**src/rtl/idx_ea_pkg.sv**
```systemverilog
package idx_ea_pkg;
    localparam int ADDR_W  = 16;
    localparam int BYTE_W  = 8;
    localparam int SHORT_W = 5;
    localparam int LEN_W   = 2;
    localparam int SEL_W   = 2;

    typedef enum logic [2:0] {
        BASE_X  = 3'd0,
        BASE_Y  = 3'd1,
        BASE_U  = 3'd2,
        BASE_S  = 3'd3,
        BASE_PC = 3'd4
    } base_sel_t;

    typedef enum logic [2:0] {
        OFF_NONE = 3'd0,
        OFF_S5   = 3'd1,
        OFF_8    = 3'd2,
        OFF_16   = 3'd3,
        OFF_A    = 3'd4,
        OFF_B    = 3'd5,
        OFF_D    = 3'd6
    } off_kind_t;

    typedef struct packed {
        base_sel_t        base_sel;
        off_kind_t        off_kind;
        logic             ind;
        logic [LEN_W-1:0] ext_len;
        logic             illegal;
    } dec_t;

    typedef struct packed {
        logic              valid;
        logic [ADDR_W-1:0] ea;
        logic              ind;
        logic              illegal;
        logic [LEN_W-1:0]  ext_len;
        logic              lea_we;
        logic [SEL_W-1:0]  lea_dst;
    } res_t;
endpackage

```
**src/rtl/idx_ea_decode.sv**
```systemverilog
module idx_ea_decode
    import idx_ea_pkg::*;
(
    input  logic [7:0] postbyte_i,
    output dec_t       dec_o
);
    always_comb begin
        dec_o          = '0;
        dec_o.base_sel = base_sel_t'({1'b0, postbyte_i[6:5]});
        if (!postbyte_i[7]) begin
            dec_o.off_kind = OFF_S5;
            dec_o.ext_len  = 2'd0;
            dec_o.ind      = 1'b0;
        end else begin
            dec_o.ind = postbyte_i[4];
            case (postbyte_i[3:0])
                4'b0000: begin dec_o.off_kind = OFF_NONE; dec_o.ext_len = 2'd0; end
                4'b0001: begin dec_o.off_kind = OFF_8;    dec_o.ext_len = 2'd1; end
                4'b0010: begin dec_o.off_kind = OFF_16;   dec_o.ext_len = 2'd2; end
                4'b0011: begin dec_o.off_kind = OFF_A;    dec_o.ext_len = 2'd0; end
                4'b0100: begin dec_o.off_kind = OFF_B;    dec_o.ext_len = 2'd0; end
                4'b0101: begin dec_o.off_kind = OFF_D;    dec_o.ext_len = 2'd0; end
                4'b0110: begin
                    dec_o.off_kind = OFF_8;
                    dec_o.ext_len  = 2'd1;
                    dec_o.base_sel = BASE_PC;
                end
                4'b0111: begin
                    dec_o.off_kind = OFF_16;
                    dec_o.ext_len  = 2'd2;
                    dec_o.base_sel = BASE_PC;
                end
                default: begin
                    dec_o.off_kind = OFF_NONE;
                    dec_o.ext_len  = 2'd0;
                    dec_o.ind      = 1'b0;
                    dec_o.illegal  = 1'b1;
                end
            endcase
        end
    end
endmodule

```
**src/rtl/idx_ea_offset.sv**
```systemverilog
module idx_ea_offset
    import idx_ea_pkg::*;
(
    input  off_kind_t             kind_i,
    input  logic [SHORT_W-1:0]    short_i,
    input  logic [ADDR_W-1:0]     ext_i,
    input  logic [BYTE_W-1:0]     acc_a_i,
    input  logic [BYTE_W-1:0]     acc_b_i,
    output logic [ADDR_W-1:0]     off_o
);
    localparam int SHORT_PAD = ADDR_W - SHORT_W;
    localparam int BYTE_PAD  = ADDR_W - BYTE_W;

    logic [BYTE_W-1:0] first_byte;
    assign first_byte = ext_i[ADDR_W-1 -: BYTE_W];

    always_comb begin
        case (kind_i)
            OFF_S5:  off_o = {{SHORT_PAD{short_i[SHORT_W-1]}}, short_i};
            OFF_8:   off_o = {{BYTE_PAD{first_byte[BYTE_W-1]}}, first_byte};
            OFF_16:  off_o = ext_i;
            OFF_A:   off_o = {{BYTE_PAD{acc_a_i[BYTE_W-1]}}, acc_a_i};
            OFF_B:   off_o = {{BYTE_PAD{acc_b_i[BYTE_W-1]}}, acc_b_i};
            OFF_D:   off_o = {acc_a_i, acc_b_i};
            default: off_o = '0;
        endcase
    end
endmodule

```
**src/rtl/idx_ea_base.sv**
```systemverilog
module idx_ea_base
    import idx_ea_pkg::*;
(
    input  base_sel_t         sel_i,
    input  logic [ADDR_W-1:0] reg_x_i,
    input  logic [ADDR_W-1:0] reg_y_i,
    input  logic [ADDR_W-1:0] reg_u_i,
    input  logic [ADDR_W-1:0] reg_s_i,
    input  logic [ADDR_W-1:0] reg_pc_i,
    output logic [ADDR_W-1:0] base_o
);
    localparam int NREG = 5;
    logic [ADDR_W-1:0] bank [NREG];

    assign bank[0] = reg_x_i;
    assign bank[1] = reg_y_i;
    assign bank[2] = reg_u_i;
    assign bank[3] = reg_s_i;
    assign bank[4] = reg_pc_i;

    always_comb begin
        base_o = '0;
        for (int i = 0; i < NREG; i++) begin
            if (int'(sel_i) == i) base_o = bank[i];
        end
    end
endmodule

```
**src/rtl/idx_ea_gen.sv**
```systemverilog
module idx_ea_gen
    import idx_ea_pkg::*;
(
    input  logic              clk,
    input  logic              rst_n,
    input  logic              valid_i,
    input  logic [7:0]        postbyte_i,
    input  logic [15:0]       ext_i,
    input  logic              lea_i,
    input  logic [1:0]        lea_dst_i,
    input  logic [15:0]       reg_x_i,
    input  logic [15:0]       reg_y_i,
    input  logic [15:0]       reg_u_i,
    input  logic [15:0]       reg_s_i,
    input  logic [15:0]       reg_pc_i,
    input  logic [7:0]        acc_a_i,
    input  logic [7:0]        acc_b_i,
    output logic              valid_o,
    output logic [15:0]       ea_o,
    output logic              indirect_o,
    output logic              illegal_o,
    output logic [1:0]        ext_len_o,
    output logic              lea_we_o,
    output logic [1:0]        lea_dst_o
);
    dec_t              dec;
    logic [ADDR_W-1:0] base;
    logic [ADDR_W-1:0] off;
    res_t              st_d, st_q;
    logic              bad_now;

    idx_ea_decode u_dec (
        .postbyte_i (postbyte_i),
        .dec_o      (dec)
    );

    idx_ea_base u_base (
        .sel_i    (dec.base_sel),
        .reg_x_i  (reg_x_i),
        .reg_y_i  (reg_y_i),
        .reg_u_i  (reg_u_i),
        .reg_s_i  (reg_s_i),
        .reg_pc_i (reg_pc_i),
        .base_o   (base)
    );

    idx_ea_offset u_off (
        .kind_i  (dec.off_kind),
        .short_i (postbyte_i[SHORT_W-1:0]),
        .ext_i   (ext_i),
        .acc_a_i (acc_a_i),
        .acc_b_i (acc_b_i),
        .off_o   (off)
    );

    always_comb begin
        st_d        = st_q;
        st_d.valid  = valid_i;
        st_d.lea_we = 1'b0;
        bad_now     = dec.illegal | (lea_i & dec.ind);
        if (valid_i) begin
            st_d.ea      = base + off;
            st_d.illegal = bad_now;
            st_d.ind     = dec.ind & ~lea_i & ~bad_now;
            st_d.ext_len = dec.ext_len;
            st_d.lea_we  = lea_i & ~bad_now;
            st_d.lea_dst = lea_dst_i;
        end
    end

    always_ff @(posedge clk or negedge rst_n) begin
        if (!rst_n) st_q <= '0;
        else        st_q <= st_d;
    end

    assign valid_o    = st_q.valid;
    assign ea_o       = st_q.ea;
    assign indirect_o = st_q.ind;
    assign illegal_o  = st_q.illegal;
    assign ext_len_o  = st_q.ext_len;
    assign lea_we_o   = st_q.lea_we;
    assign lea_dst_o  = st_q.lea_dst;

    assert_short_plain_R2: assert property (@(posedge clk) disable iff (!rst_n)
        (valid_i && !postbyte_i[7]) |=> (ext_len_o == 2'd0 && !indirect_o && !illegal_o));

    assert_len_range_R3: assert property (@(posedge clk) disable iff (!rst_n)
        valid_o |-> (ext_len_o != 2'd3));

    assert_wb_not_ind_R7: assert property (@(posedge clk) disable iff (!rst_n)
        !(lea_we_o && indirect_o));

    assert_lea_ind_bad_R7: assert property (@(posedge clk) disable iff (!rst_n)
        (valid_i && lea_i && postbyte_i[7] && postbyte_i[4]) |=> (illegal_o && !lea_we_o));

    assert_reserved_R8: assert property (@(posedge clk) disable iff (!rst_n)
        (valid_i && postbyte_i[7] && postbyte_i[3]) |=> (illegal_o && !indirect_o && !lea_we_o));

    assert_illegal_quiet_R8: assert property (@(posedge clk) disable iff (!rst_n)
        illegal_o |-> (!indirect_o && !lea_we_o));

    assert_idle_hold_R9: assert property (@(posedge clk) disable iff (!rst_n)
        !valid_i |=> (!valid_o && !lea_we_o && $stable(ea_o)));
endmodule

```
**config.mk**
```make
export PLATFORM = sky130hd
export DESIGN_NAME = idx_ea_gen
export DESIGN_NICKNAME = d
export VERILOG_FILES = /design/src/rtl/idx_ea_pkg.sv /design/src/rtl/idx_ea_decode.sv /design/src/rtl/idx_ea_offset.sv /design/src/rtl/idx_ea_base.sv /design/src/rtl/idx_ea_gen.sv
export SDC_FILE = /design/constraint.sdc
export NUM_CORES = 1
export LEC_CHECK = 0
export BUFFER_PORTS_ARGS = -buffer_cell sky130_fd_sc_hd__buf_2
export CAP_MARGIN = 20
export CORE_MARGIN = 1
export CORE_UTILIZATION = 43
export DETAILED_ROUTE_END_ITERATION = 7
export GPL_TIMING_DRIVEN = 0
export PLACE_DENSITY_LB_ADDON = 0.3
export SLEW_MARGIN = 20
export SYNTH_ARGS = -nofsm -noshare
export SYNTH_HDL_FRONTEND = slang
export SYNTH_HIERARCHICAL = 1
export SYNTH_SLANG_ARGS = --single-unit
export TNS_END_PERCENT = 10
```
**constraint.sdc**
```tcl
create_clock -name clk -period 0.8 [get_ports clk]
set_input_delay 0.04 -clock clk [delete_from_list [all_inputs] [get_ports clk]]
set_output_delay 0.04 -clock clk [all_outputs]
set_load 0.005 [all_outputs]
```
==> results.ini <==
[grt]
grt_max_degree=25
busiest_layer=met2
antenna_found_initial=0
overflow=0
use_met2=0.492
met3_usage=0.0366
grt_pass1_vias=3422
grt_first_pass_wirelength_um=15900
grt.total_usage=0.271
grt_util_met1=0.337

[cts]
cts_tree=done
clk_path_buf_depth=2
insertion_delay_ns=0.26
htree_levels=1
cts.sinks=24
clockRootBuffer=clkbuf_8
numCtsBuffers=3
clkTransAtPathRegs_ns=0.08

[routing]
drtIter0Drc=189
post-route-drc-count=0
dr.pass1.iters=4
viasPerCell=5.69
ant_nets=0
wirelength_um=10400
vias=3505
avgRoutedWirePerCell_um=16.9

[floorplan]
core.rowCount=30
pin_count=150
initial_core_util=0.446
die_h_um=86.2
core_area_mm2=0.00683
dieArea_mm2=0.00742
dieWidth_um=86.2

[critical_path]
arrival_ns=3.45
cp_cell_sequence=buf_8 -> buf_6 -> xor2_4 -> o311ai_4 -> buf_6 -> buf_6 -> mux2_4 -> a31oi_4 -> nand3_2 -> ha_4 -> a21oi_1 -> o211ai_1 -> a21oi_1 -> mux2_4 -> a221o_1
crit_fanout=8
crit_family=compound AO/OA/AOI/OAI gates
path_buf_inv=4
endpoint_kind=register
startpoint_type=input port
crit_path_frequent_cell=buf_6
crit_required_ns=0.95
crit_path_max_incr_delay_ns=0.35
slowest_stage=o311ai_4
criticalPathCategory=input port to register

[sta]
rsz0062_at_grt=true
max_freq_mhz=303
slew_headroom=0.635
timing.setup.tns_ns=-34.06
tightestPinTransition_ns=0.547
fin_ws_ns=-2.50
finalHoldViolations=0
finalSetupViolCount=37
hold_ws_ns=0.00245
layout_min_cycle_time_ns=3.30
final_max_slew_viol_count=0
fin_skew_ns=0
period_share=4.13

[placement]
dp.final_hpwl_um=7790
routabilityCongestion=0.910
numPortBuffers=149

[final_layout]
final_cell_mix=buf_2 (152), buf_4 (30), dfrtp_1 (24)
final-seq-area_um2=601
nets=664
final_common_cell=buf_2
multi_input_area_mm2=0.00254
drive_gt1_frac=0.548
area_delta_synth_final_pct=49.9
antennaDiodeCount=0
fillers=578

[logic_synthesis]
synth_edf_count=0
synth_cell_type_count=64
syn_area_per_cell_um2=9.06
ys_seq_elements=24
yosysWarningCount=6
synth-compound-area-share=0.261
synth-simple-area-share=0.165
synth-seq-area-share=0.197
yosys-mux-area-fraction=0.207
syn_nets=478
synthArstFlopShare=1.00
synthAdderAreaFrac=0.0682
synth_xor_area_frac=0.0345
synth_top_family_by_area=compound AO/OA/AOI/OAI gates
synthCells=336
netlist_area_mm2=0.00305
synth-main-ff-cell=dfrtp_1

[power]
ir_worst_vdd_mv=0.772
leakage_nw=2.23
power.density_mw_per_mm2=1460
report.power.total_mw=6.65

[outcome]
status=complete, but fails checks
failed_checks=setup timing

[job]
maxCapViolations=0

[hold_path]
hold_class=input port to register

==> per-stage QoR <==
step,util,instance area [µm²],setup slack [ns],cells
global placement,0.577,3940,-2.80,581
detailed placement,0.577,3940,-2.88,581
floorplan,-,3080,-2.35,336
finish,0.668,4560,-2.50,616
global route,0.668,4560,-2.59,616
CTS,0.629,4300,-2.39,605
==> layout make-up <==
type,instances,area share
multi-input combinational,279,0.557
timing repair buffer,182,0.230
sequential,24,0.132
buffer,23,0.0387
tap,96,0.0263
clock buffer,3,0.00905
inverter,9,0.00740
==> routing by layer <==
| layer | share of wire | vias up |
|---|---|---|
| met4 | 0.019 | 0 |
| li1 | - | 1674 |
| met1 | 0.41 | 1681 |
| met3 | 0.052 | 23 |
| met5 | 0 | - |
| met2 | 0.52 | 127 |
==> path summary, 6_finish.rpt <==
kind / startpoint / endpoint / slack (ns) / depth (start not counted)
worst max-delay path: postbyte_i[0] / ea_o[13] / -2.50 / 15
worst min-delay path: lea_dst_i[1] / lea_dst_o[1] / 0.002 / 2
worst max register to register: ea_o[13] / ea_o[13] / -0.05 / 1
worst min register to register: ea_o[12] / ea_o[12] / 0.50 / 1
max in group asynchronous: rst_n / ea_o[12] / 0.14 / 2
min in group asynchronous: rst_n / lea_dst_o[1] / 0.29 / 2
==> cells in the mapped netlist (2+ instances only) <==
library cell  number  area, µm²
a211o_1            2       17.5
o221ai_1           6       52.6
nor3b_1            2       15.0
o21a_1             3       22.5
clkbuf_1           6       22.5
mux2_4             7        105
nor2_1            20       75.1
a22oi_1           18        135
o21ai_0            6       30.0
nor3_1             5       25.0
a221o_1           11        110
dfrtp_1           24        601
nand2b_1           3       18.8
and3b_1            2       17.5
nand3b_1           2       15.0
buf_6              4       45.0
o211ai_1           2       15.0
nand4b_1           2       17.5
a21o_2             3       26.3
buf_2              8       40.0
clkbuf_8           2       27.5
inv_1              9       33.8
o311ai_0           2       17.5
a21oi_1           22        110
nor2b_1            2       12.5
mux2_2            27        304
and2b_1            3       22.5
nand4_1            4       25.0
o21bai_1           2       15.0
a221oi_1           5       43.8
xor2_1             6       52.6
xnor2_1            6       52.6
a2bb2oi_1          6       52.6
ha_1              15        188
nand2_1           16       60.1
nand3_1           19       95.1
and2_1             3       18.8
mux2i_1           22        220
a21o_1             3       22.5
o31ai_1            2       15.0
==> where the power goes <==
group | switching [mW] | total [mW] | internal (mW) | leakage [nW]
logic | 1.97 | 4.19 | 2.22 | 1.92
clock network | 0.356 | 0.693 | 0.336 | 0.0216
registers | 0.197 | 1.76 | 1.57 | 0.292
total | 2.53 | 6.65 | 4.12 | 2.23
==> registers in the layout, indices dropped and copies added, names as in the netlist <==
| signal | flops |
|---|---|
| indirect_o | 1 |
| ext_len_o | 2 |
| valid_o | 1 |
| ea_o | 16 |
| lea_dst_o | 2 |
| lea_we_o | 1 |
| illegal_o | 1 |
==> cells by family after synthesis <==
group	after synthesis
adder cells (fa/ha/maj)	16
AO/OA/AOI/OAI	103
flip-flops	24
buffers and inverters	33
XOR/XNOR	12
multiplexers	56
AND/OR/NAND/NOR	92
==> what timing repair did <==
| item | CTS | global route |
|---|---|---|
| setup buffers | 18 | 12 |
| hold buffers | 2 | 0 |
| gates cloned | 1 | 0 |
| resized for setup | 37 | 36 |
| hold endpoints to repair | 25 | 0 |
| pin swaps | 19 | 22 |
| setup endpoints to repair | 40 | 44 |
No activity file was read; power rests on OpenSTA's default activity.
